### src/rtl/cfgld_pkg.sv
package cfgld_pkg;

  typedef enum logic [3:0] {
    ST_IDLE,
    ST_PROG,
    ST_WINIT,
    ST_SETUP,
    ST_FETCH,
    ST_LOW,
    ST_HIGH,
    ST_RELCS,
    ST_RELWR,
    ST_DCHK,
    ST_DLOW,
    ST_DHIGH,
    ST_OK,
    ST_FAIL
  } ld_state_e;

  typedef enum logic [1:0] {
    ERR_NONE = 2'd0,
    ERR_INIT = 2'd1,
    ERR_BUSY = 2'd2,
    ERR_DONE = 2'd3
  } ld_err_e;

endpackage

### src/rtl/cfgld_phase.sv
// Counts the system cycles of one configuration clock half-period.
module cfgld_phase #(
  parameter int HALF = 2
) (
  input  logic clk,
  input  logic rst_n,
  input  logic run_i,
  output logic last_o
);
  localparam int W = (HALF < 2) ? 1 : $clog2(HALF);

  logic [W-1:0] cnt_q, cnt_d;
  logic         cnt_en;

  assign last_o = run_i && (cnt_q == W'(HALF - 1));
  assign cnt_en = 1'b1;

  always_comb begin
    if (!run_i || last_o) cnt_d = '0;
    else                  cnt_d = cnt_q + W'(1);
  end

  always_ff @(posedge clk or negedge rst_n) begin
    if (!rst_n)      cnt_q <= '0;
    else if (cnt_en) cnt_q <= cnt_d;
  end

  // a half-period never runs past HALF cycles
  assert_phase_bound_R4: assert property (@(posedge clk) disable iff (!rst_n)
    int'(cnt_q) < HALF);

endmodule

### src/rtl/cfgld_timeout.sv
// Saturating cycle counter with clear; expired once LIMIT cycles were counted.
module cfgld_timeout #(
  parameter int LIMIT = 1000
) (
  input  logic clk,
  input  logic rst_n,
  input  logic clr_i,
  input  logic en_i,
  output logic expired_o
);
  localparam int W = (LIMIT < 1) ? 1 : $clog2(LIMIT + 1);

  logic [W-1:0] cnt_q, cnt_d;
  logic         cnt_en;

  assign expired_o = (cnt_q == W'(LIMIT));
  assign cnt_en    = clr_i || (en_i && !expired_o);

  always_comb begin
    if (clr_i) cnt_d = '0;
    else       cnt_d = cnt_q + W'(1);
  end

  always_ff @(posedge clk or negedge rst_n) begin
    if (!rst_n)      cnt_q <= '0;
    else if (cnt_en) cnt_q <= cnt_d;
  end

  // the wait counter saturates at its limit
  assert_cnt_bound_R10: assert property (@(posedge clk) disable iff (!rst_n)
    int'(cnt_q) <= LIMIT);

endmodule

### src/rtl/cfgld_fsm.sv
// Load sequencer: program pulse, clear wait, byte clocking, close, done wait.
module cfgld_fsm
  import cfgld_pkg::*;
#(
  parameter int CNT_W  = 16,
  parameter int DATA_W = 8
) (
  input  logic              clk,
  input  logic              rst_n,
  input  logic              start_i,
  input  logic [CNT_W-1:0]  byte_count_i,
  input  logic              busy_check_i,
  input  logic              s_valid_i,
  input  logic [DATA_W-1:0] s_data_i,
  output logic              s_ready_o,
  output logic              cfg_prog_o,
  output logic              cfg_cs_o,
  output logic              cfg_wr_o,
  output logic              cfg_clk_o,
  output logic [DATA_W-1:0] cfg_data_o,
  input  logic              cfg_init_i,
  input  logic              cfg_busy_i,
  input  logic              cfg_done_i,
  input  logic              phase_last_i,
  input  logic              hold_exp_i,
  input  logic              wait_exp_i,
  output logic              phase_run_o,
  output logic              hold_en_o,
  output logic              hold_clr_o,
  output logic              wait_en_o,
  output logic              wait_clr_o,
  output logic              load_done_o,
  output logic              abort_o,
  output logic [1:0]        err_code_o
);

  ld_state_e          state_q, state_d;
  logic [CNT_W-1:0]   remain_q, remain_d;
  logic [DATA_W-1:0]  data_q;
  logic               retry_q, retry_d;
  logic               chk_q, chk_d;
  ld_err_e            err_q, err_d;
  logic               data_en, remain_en, accept_start;

  assign accept_start = (state_q == ST_IDLE) && start_i;
  assign data_en      = (state_q == ST_FETCH) && s_valid_i;
  assign remain_en    = data_en || accept_start;

  always_comb begin
    if (accept_start) remain_d = byte_count_i;
    else              remain_d = remain_q - CNT_W'(1);
  end

  // next-state logic
  always_comb begin
    state_d = state_q;
    retry_d = retry_q;
    chk_d   = chk_q;
    err_d   = err_q;
    case (state_q)
      ST_IDLE: begin
        if (start_i) begin
          state_d = ST_PROG;
          chk_d   = busy_check_i;
          err_d   = ERR_NONE;
          retry_d = 1'b0;
        end
      end
      ST_PROG: begin
        if (hold_exp_i) state_d = ST_WINIT;
      end
      ST_WINIT: begin
        if (!cfg_init_i && !cfg_busy_i) begin
          state_d = ST_SETUP;
        end else if (wait_exp_i) begin
          state_d = ST_FAIL;
          err_d   = ERR_INIT;
        end
      end
      ST_SETUP: begin
        state_d = (remain_q == '0) ? ST_RELCS : ST_FETCH;
      end
      ST_FETCH: begin
        if (s_valid_i) begin
          state_d = ST_LOW;
          retry_d = 1'b0;
        end
      end
      ST_LOW: begin
        if (retry_q && wait_exp_i) begin
          state_d = ST_FAIL;
          err_d   = ERR_BUSY;
        end else if (phase_last_i) begin
          state_d = ST_HIGH;
        end
      end
      ST_HIGH: begin
        if (retry_q && wait_exp_i) begin
          state_d = ST_FAIL;
          err_d   = ERR_BUSY;
        end else if (phase_last_i) begin
          if (chk_q && cfg_busy_i) begin
            state_d = ST_LOW;
            retry_d = 1'b1;
          end else if (remain_q == '0) begin
            state_d = ST_RELCS;
          end else begin
            state_d = ST_FETCH;
          end
        end
      end
      ST_RELCS: state_d = ST_RELWR;
      ST_RELWR: state_d = ST_DCHK;
      ST_DCHK: begin
        if (cfg_done_i) begin
          state_d = ST_OK;
        end else if (wait_exp_i) begin
          state_d = ST_FAIL;
          err_d   = ERR_DONE;
        end else begin
          state_d = ST_DLOW;
        end
      end
      ST_DLOW: begin
        if (phase_last_i) state_d = ST_DHIGH;
      end
      ST_DHIGH: begin
        if (phase_last_i) state_d = ST_DCHK;
      end
      ST_OK:   state_d = ST_IDLE;
      ST_FAIL: state_d = ST_IDLE;
      default: state_d = ST_IDLE;
    endcase
  end

  // registers
  always_ff @(posedge clk or negedge rst_n) begin
    if (!rst_n) begin
      state_q  <= ST_IDLE;
      remain_q <= '0;
      data_q   <= '0;
      retry_q  <= 1'b0;
      chk_q    <= 1'b0;
      err_q    <= ERR_NONE;
    end else begin
      state_q <= state_d;
      retry_q <= retry_d;
      chk_q   <= chk_d;
      err_q   <= err_d;
      if (remain_en) remain_q <= remain_d;
      if (data_en)   data_q   <= s_data_i;
    end
  end

  // pin and control decode
  always_comb begin
    cfg_prog_o  = (state_q == ST_PROG);
    cfg_cs_o    = (state_q inside {ST_SETUP, ST_FETCH, ST_LOW, ST_HIGH});
    cfg_wr_o    = (state_q inside {ST_SETUP, ST_FETCH, ST_LOW, ST_HIGH, ST_RELCS});
    cfg_clk_o   = !(state_q inside {ST_LOW, ST_DLOW});
    cfg_data_o  = data_q;
    s_ready_o   = (state_q == ST_FETCH);
    phase_run_o = (state_q inside {ST_LOW, ST_HIGH, ST_DLOW, ST_DHIGH});
    hold_en_o   = (state_q == ST_PROG);
    hold_clr_o  = (state_q != ST_PROG);
    wait_clr_o  = (state_q inside {ST_IDLE, ST_PROG, ST_SETUP, ST_FETCH, ST_RELCS, ST_RELWR});
    wait_en_o   = (state_q inside {ST_WINIT, ST_DCHK, ST_DLOW, ST_DHIGH}) ||
                  (retry_q && (state_q inside {ST_LOW, ST_HIGH}));
    load_done_o = (state_q inside {ST_OK, ST_FAIL});
    abort_o     = (state_q == ST_FAIL);
    err_code_o  = err_q;
  end

  // the byte on the pins does not change at a rising configuration clock edge
  assert_data_steady_R4: assert property (@(posedge clk) disable iff (!rst_n)
    ($rose(cfg_clk_o) && cfg_cs_o) |-> $stable(cfg_data_o));

  // select is released while write enable is still high
  assert_cs_then_wr_R8: assert property (@(posedge clk) disable iff (!rst_n)
    $fell(cfg_cs_o) && (err_q == ERR_NONE) |-> cfg_wr_o);

  // program and select never overlap
  assert_no_prog_select_R3: assert property (@(posedge clk) disable iff (!rst_n)
    !(cfg_prog_o && cfg_cs_o));

  // done lasts a single cycle
  assert_done_single_R11: assert property (@(posedge clk) disable iff (!rst_n)
    load_done_o |=> !load_done_o);

  // an abort always carries a failure code
  assert_abort_code_R10: assert property (@(posedge clk) disable iff (!rst_n)
    abort_o |-> (err_code_o != 2'd0));

endmodule

### src/rtl/cfgld_loader.sv
// Top: reset release, phase timer, program-hold timer, wait timer, sequencer.
module cfgld_loader #(
  parameter int CNT_W       = 16,
  parameter int DATA_W      = 8,
  parameter int HALF_CYC    = 2,
  parameter int TIMEOUT_CYC = 500000,
  parameter int PROG_CYC    = 32
) (
  input  logic              clk,
  input  logic              rst_n,
  input  logic              start_i,
  input  logic [CNT_W-1:0]  byte_count_i,
  input  logic              busy_check_i,
  input  logic              s_valid_i,
  input  logic [DATA_W-1:0] s_data_i,
  output logic              s_ready_o,
  output logic              cfg_prog_o,
  output logic              cfg_cs_o,
  output logic              cfg_wr_o,
  output logic              cfg_clk_o,
  output logic [DATA_W-1:0] cfg_data_o,
  input  logic              cfg_init_i,
  input  logic              cfg_busy_i,
  input  logic              cfg_done_i,
  output logic              load_done_o,
  output logic              abort_o,
  output logic [1:0]        err_code_o
);
  localparam int HOLD_LIMIT = (PROG_CYC < 1) ? 0 : PROG_CYC - 1;

  logic [1:0] rst_pipe_q;
  logic       rst_int_n;

  always_ff @(posedge clk or negedge rst_n) begin
    if (!rst_n) rst_pipe_q <= '0;
    else        rst_pipe_q <= {rst_pipe_q[0], 1'b1};
  end
  assign rst_int_n = rst_pipe_q[1];

  logic phase_run, phase_last;
  logic hold_en, hold_clr, hold_exp;
  logic wait_en, wait_clr, wait_exp;

  cfgld_phase #(.HALF(HALF_CYC)) u_phase (
    .clk    (clk),
    .rst_n  (rst_int_n),
    .run_i  (phase_run),
    .last_o (phase_last)
  );

  cfgld_timeout #(.LIMIT(HOLD_LIMIT)) u_hold (
    .clk       (clk),
    .rst_n     (rst_int_n),
    .clr_i     (hold_clr),
    .en_i      (hold_en),
    .expired_o (hold_exp)
  );

  cfgld_timeout #(.LIMIT(TIMEOUT_CYC)) u_wait (
    .clk       (clk),
    .rst_n     (rst_int_n),
    .clr_i     (wait_clr),
    .en_i      (wait_en),
    .expired_o (wait_exp)
  );

  cfgld_fsm #(.CNT_W(CNT_W), .DATA_W(DATA_W)) u_fsm (
    .clk          (clk),
    .rst_n        (rst_int_n),
    .start_i      (start_i),
    .byte_count_i (byte_count_i),
    .busy_check_i (busy_check_i),
    .s_valid_i    (s_valid_i),
    .s_data_i     (s_data_i),
    .s_ready_o    (s_ready_o),
    .cfg_prog_o   (cfg_prog_o),
    .cfg_cs_o     (cfg_cs_o),
    .cfg_wr_o     (cfg_wr_o),
    .cfg_clk_o    (cfg_clk_o),
    .cfg_data_o   (cfg_data_o),
    .cfg_init_i   (cfg_init_i),
    .cfg_busy_i   (cfg_busy_i),
    .cfg_done_i   (cfg_done_i),
    .phase_last_i (phase_last),
    .hold_exp_i   (hold_exp),
    .wait_exp_i   (wait_exp),
    .phase_run_o  (phase_run),
    .hold_en_o    (hold_en),
    .hold_clr_o   (hold_clr),
    .wait_en_o    (wait_en),
    .wait_clr_o   (wait_clr),
    .load_done_o  (load_done_o),
    .abort_o      (abort_o),
    .err_code_o   (err_code_o)
  );

endmodule

### config.mk
export PLATFORM = sky130hd
export DESIGN_NAME = cfgld_loader
export DESIGN_NICKNAME = d
export VERILOG_FILES = /design/src/rtl/cfgld_pkg.sv /design/src/rtl/cfgld_phase.sv /design/src/rtl/cfgld_timeout.sv /design/src/rtl/cfgld_fsm.sv /design/src/rtl/cfgld_loader.sv
export SDC_FILE = /design/constraint.sdc
export NUM_CORES = 1
export LEC_CHECK = 0
export BUFFER_PORTS_ARGS = -buffer_cell sky130_fd_sc_hd__buf_2
export CORE_ASPECT_RATIO = 0.5
export CORE_MARGIN = 4
export CORE_UTILIZATION = 35
export CTS_BUF_LIST = sky130_fd_sc_hd__clkbuf_4 sky130_fd_sc_hd__clkbuf_8
export CTS_CLUSTER_DIAMETER = 40
export CTS_CLUSTER_SIZE = 10
export DETAILED_ROUTE_END_ITERATION = 8
export GPL_TIMING_DRIVEN = 0
export PLACE_DENSITY_LB_ADDON = 0.2
export SYNTH_ARGS = -nofsm -noshare
export SYNTH_HDL_FRONTEND = slang
export SYNTH_HIERARCHICAL = 1
export SYNTH_SLANG_ARGS = --single-unit
### constraint.sdc
create_clock -name clk -period 2.84 [get_ports clk]
set_input_delay 0.142 -clock clk [delete_from_list [all_inputs] [get_ports clk]]
set_output_delay 0.142 -clock clk [all_outputs]
set_load 0.02 [all_outputs]
==> key figures, run 1 <==
Logic synthesis
  – Post-synth top area share: 41.56%
  – Synth unique cells: 62
  – Syn avg cell area: 9.275 sq um
  – Post-synth top area cell: dfrtp_1
  – Synthesized flop and latch total: 59
  – Mapped Cells: 383
  – Most frequent cell after synthesis: dfrtp_1
  – Main synth FF type: dfrtp_1
  – Share of synthesized flip-flops with an asynchronous set or reset: 100.0%
  – Synth area leaders: dfrtp_1 (42%), xnor2_1 (4.9%), nand2_1 (3.8%)
  – Synth Warn #: 6
  – Most frequent cells after synthesis: dfrtp_1 (59), nand2_1 (36), nor2_1 (36)
  – Post-Syn Area: 3552 sq um
  – Sequential area share after synthesis: 41.56%
  – Syn nets: 421
  – EDFF count, synth: 0

Pwr
  – Leakage Power: 0.001971 uW
  – Overall Power: 4172 uW
  – Maximum VDD drop: 0.3577 mV
  – Power per cell area: 902.6 nW/um^2

STA
  – Minimum clock period: 2.743 ns
  – Fin crit share: 96.57%
  – Fin Clk Skew: 0.009581 ns
  – Max-slew violations: 0
  – Fmax: 364.6 MHz
  – Worst setup margin: 0.09740 ns
  – Final setup violating endpoints: 0
  – Slew Limit Headroom: 44.54%
  – Worst-Margin Slew: 0.8243 ns
  – Final Hold Fails: 0
  – RSZ-0062 raised after global routing: false

Setup path
  – Crit Path Category: reg2reg
  – Crit start category: register
  – Crit path required time: 3.07 ns
  – CP arrival: 2.98 ns
  – CP max FO: 3
  – CP Capture Type: register

Floorplanning
  – I/O pin count: 49
  – Starting Density: 36.75%
  – # rows: 25
  – Die span in y: 79.24 microns
  – Die footprint: 11920 sq um
  – Chip Width: 150.5 microns
  – Core footprint: 9666 sq um

Placement
  – Port Buffer Count: 48
  – Routability cong.: 0.8245
  – Pre-CTS WS: -0.3801 ns
  – Placed Cells: 567
  – Detailed placement HPWL: 6.209 mm

Routing
  – Vias per cell: 5.267
  – Remaining antenna violation count: 0
  – 1st-iter DRT viols: 129
  – Wire length on met3: 519 microns
  – Routed Wire Length: 9.118 mm
  – Length of routed met2 wiring: 3.803 mm
  – M1 WL: 4.630 mm
  – Routed vias: 3239
  – DRC viols: 0
  – Max layer used: met4
  – DR pass1 iterations: 5
  – Drt wl/cell: 14.83 microns

Finish
  – Ant. Diodes: 0
  – Non-filler cells, final: 615
  – Area grow syn2layout: 30.12%
  – Share of cells above drive strength 1: 25.42%
  – Register area: 1478 sq um
  – Footprint of the multi-input gates: 1984 sq um
  – Filler cells: 927
  – Final #Nets: 513

Clock tree
  – Worst-Skew Late Latency: 0.35 ns
  – CTS HTree Levels: 3
  – Reg clk slew, reported paths: 0.07 ns
  – Num CTS Buffers: 9
  – CTS root buf: clkbuf_8
  – Clk buf depth: 2
  – CTS tree: yes
  – Clk sinks: 59

Global routing
  – Tot GR Track Use: 16.72%
  – First-pass GRT wire length: 15.70 mm
  – Pin count of the biggest net entering global routing: 32
  – Initial antenna violation count: 0
  – Vias in the first global route: 3122
  – Grt total ovfl: 0

Run status
  – Status: completed

Min path
  – HP Class: in2reg

Job
  – Max_cap viols: 0
## worst paths after layout
check	from	endpoint	slack, ns	cells past startpoint
max in group asynchronous	rst_pipe_q[1]	u_fsm/state_q[2]	1.88	1
worst max register to register	u_wait/cnt_q[14]	u_fsm/err_code_o[0]	0.1	8
min in group asynchronous	rst_n	rst_pipe_q[1]	0.10	2
worst min register to register	rst_pipe_q[1]	u_fsm/cfg_data_o[4]	0.35	0
worst max-delay path	u_wait/cnt_q[14]	u_fsm/err_code_o[0]	0.1	8
worst min-delay path	byte_count_i[15]	u_fsm/remain_q[15]	0.04	2
## critical path: stages, from the launching register on
cell	delay, ns
dfrtp_1	0.43
nor4_4	0.33
or4b_4	0.51
nor3_4	0.22
buf_4	0.18
o21ai_0	0.08
a32o_1	0.23
a211oi_2	0.26
mux2_2	0.36
## registers in the layout (all words and copies together), names as in the netlist
name / count
u_fsm/chk_q: 1
u_fsm/state_q: 4
u_fsm/err_code_o: 2
u_fsm/retry_q: 1
u_hold/cnt_q: 5
u_fsm/cfg_data_o: 8
u_phase/cnt_q: 1
u_fsm/remain_q: 16
rst_pipe_q: 2
u_wait/cnt_q: 19
## metrics by stage
stage	TNS [ns]	hold slack [ns]	utilization, %	instance area, sq um
after detailed placement	-1.157	-0.06864	41.26	3988
final	0	0.04356	47.82	4622
after global routing	0	0.04457	47.82	4622
after global placement	-1.297	-0.07064	41.04	3966
after floorplan	0	-0.1536	-	3557
after CTS	0	0.01004	46.87	4531
## cells in the final DEF (no fill, tap or decap), types with 5 or more instances in the layout
cell            n
xnor2_1        20
dlygate4sd3_1  24
o21ai_0        20
mux2_2          8
buf_2          51
nor4_1          5
nand3_1        14
o21ai_1        11
nand2b_1        8
buf_4          12
clkbuf_1        5
ha_1            6
dfrtp_1        58
nor2_1         34
a21oi_1        16
clkbuf_8       12
xor2_1          6
a31oi_1         6
inv_1          14
nand2_1        35
and3_1          7
nor3_1         12
## cells by family (layout without fill, tap and decap cells)
| logic type | Yosys count | after routing | share of synthesized area (%) |
|---|---|---|---|
| flip-flops | 59 | 59 | 41.56 |
| buffers and inverters | 33 | 130 | 4.156 |
| AO/OA/AOI/OAI | 83 | 83 | 14.76 |
| XOR/XNOR | 26 | 26 | 6.411 |
| adder cells (fa/ha/maj) | 6 | 6 | 2.113 |
| AND/OR/NAND/NOR | 160 | 160 | 26.24 |
| other | 1 | 1 | 0.1056 |
| multiplexers | 15 | 15 | 4.650 |
## cell type report
type                    count  area share [%]
plain buffers              18           2.382
clock buffers              12           3.573
clock inverters             4           2.057
inverters                  14           1.137
multi-input cells         291           42.93
flip-flops and latches     59           31.97
well taps                 135           3.655
repair buffers             82           12.29
## timing repair
| item | CTS | global route |
|---|---|---|
| pin swaps | 1 | 2 |
| buffers inserted | 3 | 6 |
| hold buffers | 24 | 0 |
| hold endpoints to repair | 25 | 0 |
| resized for setup | 6 | 15 |
| setup endpoints to repair | 8 | 7 |
## report_power, final
part	internal, uW	total, uW	switching, uW	leakage, uW
clock network	653	1000	350	0.000133
logic	755	1880	1130	0.00107
registers	1070	1290	216	0.000767
total	2480	4170	1690	0.00197
## per-layer routing
metal / track usage [%] / vias to the layer above
met5: 0 / -
met4: 6.752 / 0
met3: 4.447 / 12
met2: 23.67 / 100
met1: 23.98 / 1556
li1: - / 1571
Note: power is estimated with default switching activity, not from simulation.
==> run 2: changes to the inputs <==
==> constraint.sdc (replaced) <==
create_clock -name clk -period 2.2 [get_ports clk]
set_input_delay 0.44 -clock clk [delete_from_list [all_inputs] [get_ports clk]]
set_output_delay 0.44 -clock clk [all_outputs]
set_load 0.02 [all_outputs]
==> run 2 against run 1 <==
  * The run now ends with setup timing left
  * Sequential power up 27%
  * Setup slack worse by 0.54 ns
  * Power up 29%
  * Fmax up 3.9%
  * Die area unchanged
  * Largest cell class unchanged
  * Largest power group unchanged
==> key figures, run 2 (same netlist as run 1, synthesis figures left out) <==
Job
  – Max_cap viols: 0

Routing
  – Drt wl/cell: 15.30 microns
  – DRC viols: 0
  – Routed vias: 3199
  – Remaining antenna violation count: 0
  – Routed Wire Length: 9.287 mm
  – Vias per cell: 5.270
  – 1st-iter DRT viols: 192
  – DR pass1 iterations: 5

Pwr
  – Maximum VDD drop: 0.3663 mV
  – Leakage Power: 0.002053 uW
  – Overall Power: 5388 uW
  – Power per cell area: 1147 nW/um^2

Setup path
  – R2R Path End: u_fsm/err_code_o[1]
  – Crit Path Category: reg2reg
  – Stages on worst setup path: 7
  – End of the critical path: u_fsm/err_code_o[1]
  – Worst r2r src: u_wait/cnt_q[7]
  – Crit path required time: 2.43 ns
  – Buf+Inv Stages, Crit Path: 0
  – CP arrival: 2.87 ns
  – CP max FO: 5
  – Worst r2r path cells: 7
  – Critical path's slowest cell: or4b_4
  – Slowest stage delay, CP: 0.51 ns
  – CP Capture Type: register
  – CP delay by family, top: simple AND/OR/NAND/NOR gates
  – CP startpoint: u_wait/cnt_q[7]
  – Reg2Reg Setup Slack: -0.44 ns
  – Critical-path cell list: nor4_4 > or4b_4 > nor3_4 > nand2_2 > a32o_2 > a211oi_4 > mux2_4
  – Crit start category: register

Finish
  – Ant. Diodes: 0
  – Max FFs per register: 19
  – Area grow syn2layout: 32.23%
  – Most frequent cells in the layout: dfrtp_1 (57), buf_2 (50), nand2_1 (34)
  – Commonest non-fill, non-tap cell in the layout: dfrtp_1
  – Share of cells above drive strength 1: 36.65%
  – Final #Nets: 505
  – Largest Register: u_wait/cnt_q
  – Finished Cell Area: 4697 sq um

Floorplanning
  – # rows: 25
  – Chip Width: 150.5 microns
  – Die span in y: 79.24 microns
  – I/O pin count: 49
  – Die footprint: 11920 sq um
  – Starting Density: 36.75%
  – Core footprint: 9666 sq um

Global routing
  – First-pass GRT wire length: 15.28 mm
  – Initial antenna violation count: 0
  – Pin count of the biggest net entering global routing: 33
  – Grt total ovfl: 0
  – Vias in the first global route: 3079
  – Tot GR Track Use: 16.15%

STA
  – Fmax: 379.0 MHz
  – Slew Limit Headroom: 48.05%
  – Fin crit share: 119.9%
  – Minimum clock period: 2.639 ns
  – Max-slew violations: 0
  – RSZ-0062 raised after global routing: true
  – Final setup violating endpoints: 12
  – Final Hold Fails: 0
  – Fin Setup TNS: -3.341 ns
  – Worst-Margin Slew: 0.7721 ns
  – Fin Clk Skew: 0.007480 ns
  – Worst setup margin: -0.4388 ns

Clock tree
  – Reg clk slew, reported paths: 0.07 ns
  – Worst-Skew Late Latency: 0.34 ns
  – Clk sinks: 59
  – CTS HTree Levels: 3
  – CTS tree: yes
  – Clk buf depth: 2
  – CTS root buf: clkbuf_8
  – Num CTS Buffers: 9

Placement
  – Routability cong.: 0.8777
  – Pre-CTS WS: -0.7081 ns
  – Port Buffer Count: 48
  – Detailed placement HPWL: 6.190 mm
  – Placed cell areas: 4035 sq um

Run status
  – Status: finished, violations left
  – Failing checks: setup timing

Min path
  – Hold path depth: 3
  – HP Class: in2reg
-- run 2: cell types whose count changed in the layout (fill, tap and decap cells not counted), sizes merged --
cell	change
dlygate4sd3	-23
clkbuf	+3
bufinv	-3
clkinvlp	+1
clkinv	+1
inv	-1
buf	+14
-- run 2: layout make-up --
| type | count | area [sq um] |
|---|---|---|
| buffer | 19 | 167.7 |
| clock buffer | 14 | 180.2 |
| clock inverter | 2 | 10.01 |
| fill | 913 | 4969 |
| inverter | 14 | 56.30 |
| multi-input combinational | 291 | 2178 |
| sequential | 59 | 1479 |
| tap | 135 | 168.9 |
| timing repair buffer | 73 | 456.7 |
-- run 2: stage by stage --
stage	hold slack [ns]	util [%]	cells
3_3_place_gp	0.2276	41.53	566
4_1_cts	0.2753	47.06	601
2_1_floorplan	0.1444	-	383
3_5_place_dp	0.2275	41.75	567
5_1_grt	0.2844	48.60	607
6_report	0.2992	48.60	607
-- run 2: what timing repair did --
item / in CTS / in global routing
endpoints found under the hold margin: 2 / 0
setup endpoints to repair: 29 / 38
hold buffers: 1 / 0
setup buffers: 17 / 9
gates resized for setup: 43 / 34
cloned: 0 / 0
pin swaps: 24 / 17
-- run 2: power by group --
part / switching, uW / internal (uW)
Sequential: 261 / 1380
Clock: 420 / 523
Combinational: 1610 / 1200
Total: 2290 / 3100
-- run 2: layer usage --
| metal | vias up | wire [microns] | GRT usage (%) |
|---|---|---|---|
| met2 | 99 | 4125 | 23.89 |
| met1 | 1536 | 4432 | 22.47 |
| met5 | - | 0 | 0 |
| met4 | 0 | 165 | 5.839 |
| met3 | 17 | 562 | 4.618 |
| li1 | 1547 | - | - |
-- run 2: worst reg2reg max path: stages, from the launching register on --
cell      delay [ns]
dfrtp_2         0.45
nor4_4          0.30
or4b_4          0.51
nor3_4          0.29
nand2_2         0.12
a32o_2          0.28
a211oi_4        0.27
mux2_4          0.32
-- run 2: how the worst min path moves through the flow --
stage | startpoint | end | slack, ns
4_1_cts | byte_count_i[2] | u_fsm/remain_q[2] | 0.28
5_1_grt | byte_count_i[10] | u_fsm/remain_q[10] | 0.28
3_3_place_gp | rst_n | rst_pipe_q[0] | 0.23
3_5_place_dp | rst_n | rst_pipe_q[0] | 0.23
2_1_floorplan | rst_n | rst_pipe_q[0] | 0.14
6_report | byte_count_i[2] | u_fsm/remain_q[2] | 0.30
